## config.mk

```make
export PLATFORM = sky130hd
export DESIGN_NAME = pdac_seq
export DESIGN_NICKNAME = d
export VERILOG_FILES = /design/src/rtl/pdac_seq_pkg.sv /design/src/rtl/pdac_seq_timer.sv /design/src/rtl/pdac_seq_latch.sv /design/src/rtl/pdac_seq_decode.sv /design/src/rtl/pdac_seq.sv
export SDC_FILE = /design/constraint.sdc
export NUM_CORES = 1
export LEC_CHECK = 0
export CAP_MARGIN = 25
export CORE_UTILIZATION = 38
export CTS_CLUSTER_DIAMETER = 40
export DETAILED_ROUTE_END_ITERATION = 16
export GPL_TIMING_DRIVEN = 0
export HOLD_SLACK_MARGIN = 0.03
export PLACE_DENSITY = 0.92
export SLEW_MARGIN = 20
export SYNTH_ARGS = -nofsm -noshare
export SYNTH_HDL_FRONTEND = slang
export SYNTH_SLANG_ARGS = --single-unit
```

## constraint.sdc

```tcl
create_clock -name clk_i -period 4.8 [get_ports clk_i]
set_input_delay 0.72 -clock clk_i [delete_from_list [all_inputs] [get_ports clk_i]]
set_output_delay 0.72 -clock clk_i [all_outputs]
set_load 0.005 [all_outputs]
```

## src/rtl/pdac_seq_pkg.sv

```systemverilog
package pdac_seq_pkg;
  typedef enum logic [1:0] {
    PH_CHARGE = 2'd0,
    PH_GAP    = 2'd1,
    PH_SHARE  = 2'd2
  } phase_e;
endpackage

```

## src/rtl/pdac_seq_timer.sv

```systemverilog
module pdac_seq_timer
  import pdac_seq_pkg::*;
#(
  parameter int CHG_TICKS = 4,
  parameter int GAP_TICKS = 1,
  parameter int SHR_TICKS = 2
) (
  input  logic   clk_i,
  input  logic   rst_ni,
  output phase_e phase_o,
  output logic   wrap_o
);
  localparam int FRAME  = CHG_TICKS + 2 * GAP_TICKS + SHR_TICKS;
  localparam int TW     = $clog2(FRAME);
  localparam int LAST   = FRAME - 1;
  localparam int GAP1_E = CHG_TICKS + GAP_TICKS;
  localparam int SHR_E  = GAP1_E + SHR_TICKS;

  logic [TW-1:0] tick_q;
  int            tick;

  assign wrap_o = (tick_q == TW'(LAST));
  assign tick   = int'(tick_q);

  // reset parks in the trailing gap so the first edge opens a charge phase
  always_ff @(posedge clk_i or negedge rst_ni) begin
    if (!rst_ni)     tick_q <= TW'(LAST);
    else if (wrap_o) tick_q <= '0;
    else             tick_q <= tick_q + 1'b1;
  end

  always_comb begin
    if (tick < CHG_TICKS)   phase_o = PH_CHARGE;
    else if (tick < GAP1_E) phase_o = PH_GAP;
    else if (tick < SHR_E)  phase_o = PH_SHARE;
    else                    phase_o = PH_GAP;
  end

  AST_CHARGE_AFTER_WRAP: assert property (@(posedge clk_i) disable iff (!rst_ni)
    wrap_o |=> phase_o == PH_CHARGE);

  AST_GAP_INTO_SHARE: assert property (@(posedge clk_i) disable iff (!rst_ni)
    (phase_o == PH_SHARE && $past(phase_o) != PH_SHARE) |-> $past(phase_o) == PH_GAP);
endmodule

```

## src/rtl/pdac_seq_latch.sv

```systemverilog
module pdac_seq_latch #(
  parameter int CODE_W = 10
) (
  input  logic              clk_i,
  input  logic              rst_ni,
  input  logic [CODE_W-1:0] code_i,
  input  logic              code_valid_i,
  input  logic              load_i,
  output logic [CODE_W-1:0] code_o
);
  logic [CODE_W-1:0] pend_q;
  logic              pend_v_q;

  always_ff @(posedge clk_i or negedge rst_ni) begin
    if (!rst_ni) begin
      pend_q   <= '0;
      pend_v_q <= 1'b0;
      code_o   <= '0;
    end else if (load_i) begin
      // a strobe on the boundary tick bypasses the pending slot
      if (code_valid_i)  code_o <= code_i;
      else if (pend_v_q) code_o <= pend_q;
      pend_v_q <= 1'b0;
    end else if (code_valid_i) begin
      pend_q   <= code_i;
      pend_v_q <= 1'b1;
    end
  end

  AST_CODE_HELD: assert property (@(posedge clk_i) disable iff (!rst_ni)
    !load_i |=> $stable(code_o));

  AST_DIRECT_LOAD: assert property (@(posedge clk_i) disable iff (!rst_ni)
    (load_i && code_valid_i) |=> code_o == $past(code_i));
endmodule

```

## src/rtl/pdac_seq_decode.sv

```systemverilog
module pdac_seq_decode
  import pdac_seq_pkg::*;
#(
  parameter int IDX_W = 5,
  parameter int CNT_W = 5
) (
  input  phase_e                     phase_i,
  input  logic [IDX_W+CNT_W-1:0]     code_i,
  output logic [(1<<IDX_W)-1:0]      tap_lo_o,
  output logic [(1<<IDX_W)-1:0]      tap_hi_o,
  output logic [(1<<CNT_W)-1:0]      cap_hi_o,
  output logic [(1<<CNT_W)-1:0]      cap_lo_o,
  output logic [(1<<CNT_W)-1:0]      cap_shr_o
);
  localparam int CODE_W = IDX_W + CNT_W;
  localparam int NTAP   = 1 << IDX_W;
  localparam int NCAP   = 1 << CNT_W;

  logic [IDX_W-1:0] idx;
  logic [CNT_W-1:0] cnt;
  logic [NTAP-1:0]  tap_sel;
  logic [NCAP-1:0]  therm;
  logic             charge;
  logic             share;

  assign idx    = code_i[CODE_W-1:CNT_W];
  assign cnt    = code_i[CNT_W-1:0];
  assign charge = (phase_i == PH_CHARGE);
  assign share  = (phase_i == PH_SHARE);

  for (genvar k = 0; k < NTAP; k++) begin : g_tap
    assign tap_sel[k] = (idx == IDX_W'(k));
  end

  for (genvar i = 0; i < NCAP; i++) begin : g_therm
    assign therm[i] = (cnt > CNT_W'(i));
  end

  assign tap_lo_o  = charge ? tap_sel : '0;
  assign tap_hi_o  = charge ? tap_sel : '0;
  assign cap_hi_o  = charge ? therm   : '0;
  assign cap_lo_o  = charge ? ~therm  : '0;
  assign cap_shr_o = share  ? '1      : '0;

  always_comb begin
    AST_CAP_EXCL: assert ((cap_hi_o & cap_lo_o) == '0);
  end
endmodule

```

## src/rtl/pdac_seq.sv

```systemverilog
module pdac_seq
  import pdac_seq_pkg::*;
#(
  parameter int IDX_W     = 5,
  parameter int CNT_W     = 5,
  parameter int CHG_TICKS = 4,
  parameter int GAP_TICKS = 1,
  parameter int SHR_TICKS = 2
) (
  input  logic                     clk_i,
  input  logic                     rst_ni,
  input  logic [IDX_W+CNT_W-1:0]   code_i,
  input  logic                     code_valid_i,
  output logic [(1<<IDX_W)-1:0]    tap_lo_o,
  output logic [(1<<IDX_W)-1:0]    tap_hi_o,
  output logic [(1<<CNT_W)-1:0]    cap_hi_o,
  output logic [(1<<CNT_W)-1:0]    cap_lo_o,
  output logic [(1<<CNT_W)-1:0]    cap_shr_o
);
  localparam int CODE_W = IDX_W + CNT_W;
  localparam int NCAP   = 1 << CNT_W;

  phase_e            phase;
  logic              wrap;
  logic [CODE_W-1:0] act_code;

  pdac_seq_timer #(
    .CHG_TICKS(CHG_TICKS),
    .GAP_TICKS(GAP_TICKS),
    .SHR_TICKS(SHR_TICKS)
  ) u_timer (
    .clk_i  (clk_i),
    .rst_ni (rst_ni),
    .phase_o(phase),
    .wrap_o (wrap)
  );

  pdac_seq_latch #(.CODE_W(CODE_W)) u_latch (
    .clk_i       (clk_i),
    .rst_ni      (rst_ni),
    .code_i      (code_i),
    .code_valid_i(code_valid_i),
    .load_i      (wrap),
    .code_o      (act_code)
  );

  pdac_seq_decode #(.IDX_W(IDX_W), .CNT_W(CNT_W)) u_decode (
    .phase_i  (phase),
    .code_i   (act_code),
    .tap_lo_o (tap_lo_o),
    .tap_hi_o (tap_hi_o),
    .cap_hi_o (cap_hi_o),
    .cap_lo_o (cap_lo_o),
    .cap_shr_o(cap_shr_o)
  );

  logic ladder_on;
  assign ladder_on = (|tap_lo_o) || (|tap_hi_o) || (|cap_hi_o) || (|cap_lo_o);

  AST_NO_OVERLAP: assert property (@(posedge clk_i) disable iff (!rst_ni)
    !(ladder_on && (|cap_shr_o)));

  AST_GAP_BEFORE_SHARE: assert property (@(posedge clk_i) disable iff (!rst_ni)
    $rose(|cap_shr_o) |-> $past(!ladder_on));

  AST_GAP_BEFORE_CHARGE: assert property (@(posedge clk_i) disable iff (!rst_ni)
    $rose(ladder_on) |-> $past(cap_shr_o == '0));

  AST_FULL_CHARGE: assert property (@(posedge clk_i) disable iff (!rst_ni)
    (|tap_lo_o) |-> $countones(cap_hi_o | cap_lo_o) == NCAP);

  AST_TAP_ONEHOT: assert property (@(posedge clk_i) disable iff (!rst_ni)
    $onehot0(tap_lo_o) && $onehot0(tap_hi_o));
endmodule

```

==> results.yml <==
clocking:
  clkLatencyLatePin_ns: 0.27
  numCtsBuffers: 3
  cts_sinks: 24
  cts_root_buffer: "clkbuf_8"
  ctsHtreeMaxLevel: 1
  cts_setup_buffers: 0
  hold_buffers: 0
  ctsLongestPathBuffers: 2
  cts_tree: "built"
  ctsResizeCount: 0
  clkTransAtPathRegs_ns: 0.08
route:
  routed_via_density: 4.861
  wire_per_inst_um: 14.24
  drt-pass1-iter-count: 4
  drc_errors: 0
  vias: 2654
  routed_wl_mm: 7.774
  ant_nets: 0
  drtIter0Drc: 127
synth:
  synth_top_family_by_area: "buffers and inverters"
  synth_adder_area_share_pct: 1.062
  ys_ff_latch: 24
  syn_inst: 295
  synth_cell_types: 43
  avgSynthCellArea_um2: 7.986
  synth_compound_area_share_pct: 11.74
  netlist_area_um2: 2356
  synthXorXnorAreaFrac_pct: 0.3717
  synthMuxAreaShare_pct: 14.02
  syn_nets: 310
  yosysWarnings: 0
  synth-seq-area-share_pct: 25.65
  synthSimpleGateAreaFrac_pct: 20.61
worst_setup_path:
  crit_buf_inv: 5
  crit_type: "reg -> out"
  cp.depth: 6
  cp_slowest_cell: "dfstp_2"
  reg2reg_to: "u_latch.pend_q[6]$_DFFE_PN0P_"
  crit_arrival_ns: 2.70
  r2r-start: "u_timer.tick_q[0]$_DFF_PN1_"
  crit_chain: "buf_2, inv_1, nor2_2, buf_8, buf_4, clkdlybuf4s50_1"
  critPathMaxFanout: 19
  ff2ff_setup_slack_ns: 3.13
  critical_path.top_delay_family: "buffers and inverters"
  cp.required_ns: 4.08
  crit_path_max_incr_delay_ns: 0.63
  worstSetupEndpoint: "cap_shr_o[10]"
  cp-start-kind: "flop"
  startpoint: "u_timer.tick_q[2]$_DFF_PN1_"
  rr_worst_depth: 5
  cp-end-kind: "output pin"
die:
  fp.coreArea_um2: 5956
  rows: 28
  ios: 173
  die-height_um: 80.74
  die-width_um: 80.74
  start_util_pct: 39.56
  die-area_um2: 6519
layout:
  synthToLayoutAreaGrowth_pct: 79.50
  drive_gt1_share_pct: 24.42
  diodes: 0
  fin_nets: 487
  stdcell_area_um2: 4229
sta:
  max_freq_mhz: 292.2
  setup_slack_ns: 1.378
  setup_viol: 0
  skew_ns: 0.001026
  max_slew_margin_pct: 61.33
  rsz0062_at_grt: "false"
  fin_setup_tns_ns: 0
  tightestPinTransition_ns: 0.5794
  slew_viol_final: 0
  period_share_pct: 71.29
  hold_viol_final: 0
  period_needed_ns: 3.422
global_route:
  grt_max_degree: 25
  antenna_found_initial: 0
  grt_pass1_wl_mm: 11.71
  grt_usage_pct: 22.92
  grt_pass1_vias: 2300
  gr-total-overflow: 0
placed_design:
  portBuffers: 171
  preCtsSetupSlack_ns: 1.664
  place_area_um2: 4179
  hpwl_mm: 6.355
  gp_congestion: 0.8417
power:
  ir_drop_v: 0.0001542
  power_w: 0.0007118
  p_leak_nw: 1.780
  powerDensity_nw_per_um2: 168.3
min_path:
  worstHoldPathType: "in -> async"
flow_run:
  maxCapViolCount: 0
outcome:
  status: "complete, no violations"
==> per-layer routing <==
layer | track usage (%) | vias up | part of all wire [%]
met4 | 5.000 | 0 | 1.6
li1 | - | 1278 | -
met1 | 27.67 | 1248 | 39
met5 | 0 | - | 0
met3 | 1.685 | 15 | 6.6
met2 | 43.98 | 113 | 52
==> how the worst min path moves through the flow <==
stage	start	end	slack [ns]	depth (start not counted)
finish	rst_ni	u_latch.pend_q[4]$_DFFE_PN0P_	0.41	1
global route	rst_ni	u_latch.pend_q[3]$_DFFE_PN0P_	0.46	1
CTS	u_latch.pend_q[0]$_DFFE_PN0P_	u_latch.pend_q[0]$_DFFE_PN0P_	0.51	1
detailed placement	u_latch.pend_v_q$_DFFE_PN0P_	u_latch.pend_v_q$_DFFE_PN0P_	0.49	2
global placement	u_latch.pend_v_q$_DFFE_PN0P_	u_latch.pend_v_q$_DFFE_PN0P_	0.48	2
floorplan	rst_ni	u_latch.code_o[0]$_DFFE_PN0P_	0.42	0
==> metrics by stage <==
step	std cells	util (%)	hold slack (ns)
after floorplan	295	-	0.4244
after global placement	541	69.87	0.4787
after detailed placement	542	70.17	0.4854
after CTS	546	71.09	0.5118
after global routing	546	71.01	0.4568
final	546	71.01	0.4098
==> worst reg2reg max path, delay by kind of cell (launching register included) <==
kind                       cells  cell delay [ns]
adders and majority gates      2             0.44
buffers and inverters          1             0.25
DFF                            1             0.39
muxes                          1             0.37
and+or+nand+nor                1             0.12
==> placed cells by master (no fill, tap or decap), types with 2 or more instances in the layout <==
cell type,count
ha_1,2
buf_4,65
a21oi_1,22
nor2_1,47
buf_2,12
dfrtp_1,21
clkbuf_1,14
nand2b_1,6
a31oi_1,4
or2_2,2
inv_1,6
o21a_1,6
o21ai_0,4
mux2i_1,6
o211a_1,2
nand4bb_1,3
or4b_4,2
and2_1,2
nor3_1,16
dfstp_2,3
mux2_2,24
clkdlybuf4s50_1,170
clkbuf_8,4
nand2_1,5
==> flip-flops by register name, indices dropped and copies added (netlist names) <==
signal            count
u_latch.pend_v_q      1
u_latch.pend_q       10
u_timer.tick_q        3
u_latch.code_o       10
==> cell families after synthesis <==
group,Yosys count
buffers and inverters,97
DFF,24
xor gates and xnor gates,1
adders and majority gates,2
AOI/OAI and AO/OA,45
other,1
and+or+nand+nor,95
muxes,30
==> report_power, final <==
group | internal [W] | leakage, nW | switching (W)
combinational | 0.000196 | 1.47 | 0.000151
clock | 0.0000732 | 0.0288 | 0.0000601
sequential | 0.000219 | 0.277 | 0.0000114
==> Yosys cell counts <==
cell,count,share of area (%)
a211o_1,1,0.37
a21boi_0,1,0.32
a21o_1,1,0.32
a21oi_1,22,4.7
a31oi_1,4,1.1
a41oi_1,1,0.37
and2_1,2,0.53
and3_1,1,0.27
and4_1,1,0.37
buf_2,11,2.3
buf_4,65,21
clkbuf_1,14,2.2
clkinv_1,1,0.16
conb_1,1,0.16
dfrtp_1,21,22
dfstp_2,3,3.3
ha_1,2,1.1
inv_1,6,0.96
mux2_2,24,11
mux2i_1,6,2.5
nand2_1,5,0.80
nand2b_1,6,1.6
nand3_1,1,0.21
nand3b_1,1,0.32
nand4_1,1,0.27
nand4b_1,1,0.37
nand4bb_1,3,1.4
nor2_1,48,7.6
nor2b_1,1,0.27
nor3_1,16,3.4
nor4_1,1,0.27
o211a_1,2,0.85
o211ai_1,1,0.32
o21a_1,6,1.9
o21ai_0,4,0.85
o31a_1,1,0.37
o31ai_1,1,0.32
or2_2,2,0.53
or3_1,1,0.27
or4_4,1,0.48
or4b_1,1,0.42
or4b_4,2,1.2
xnor2_1,1,0.37
==> cell type report <==
class                      instances  area [µm²]
buffer                            90       595.6
tap                               75       93.84
fill                             458        1727
multi-input combinational        174        1132
clock buffer                       4       55.05
timing repair buffer             172        1722
sequential                        24       604.3
inverter                           7       26.28
Power figures use the tool's default switching activity.
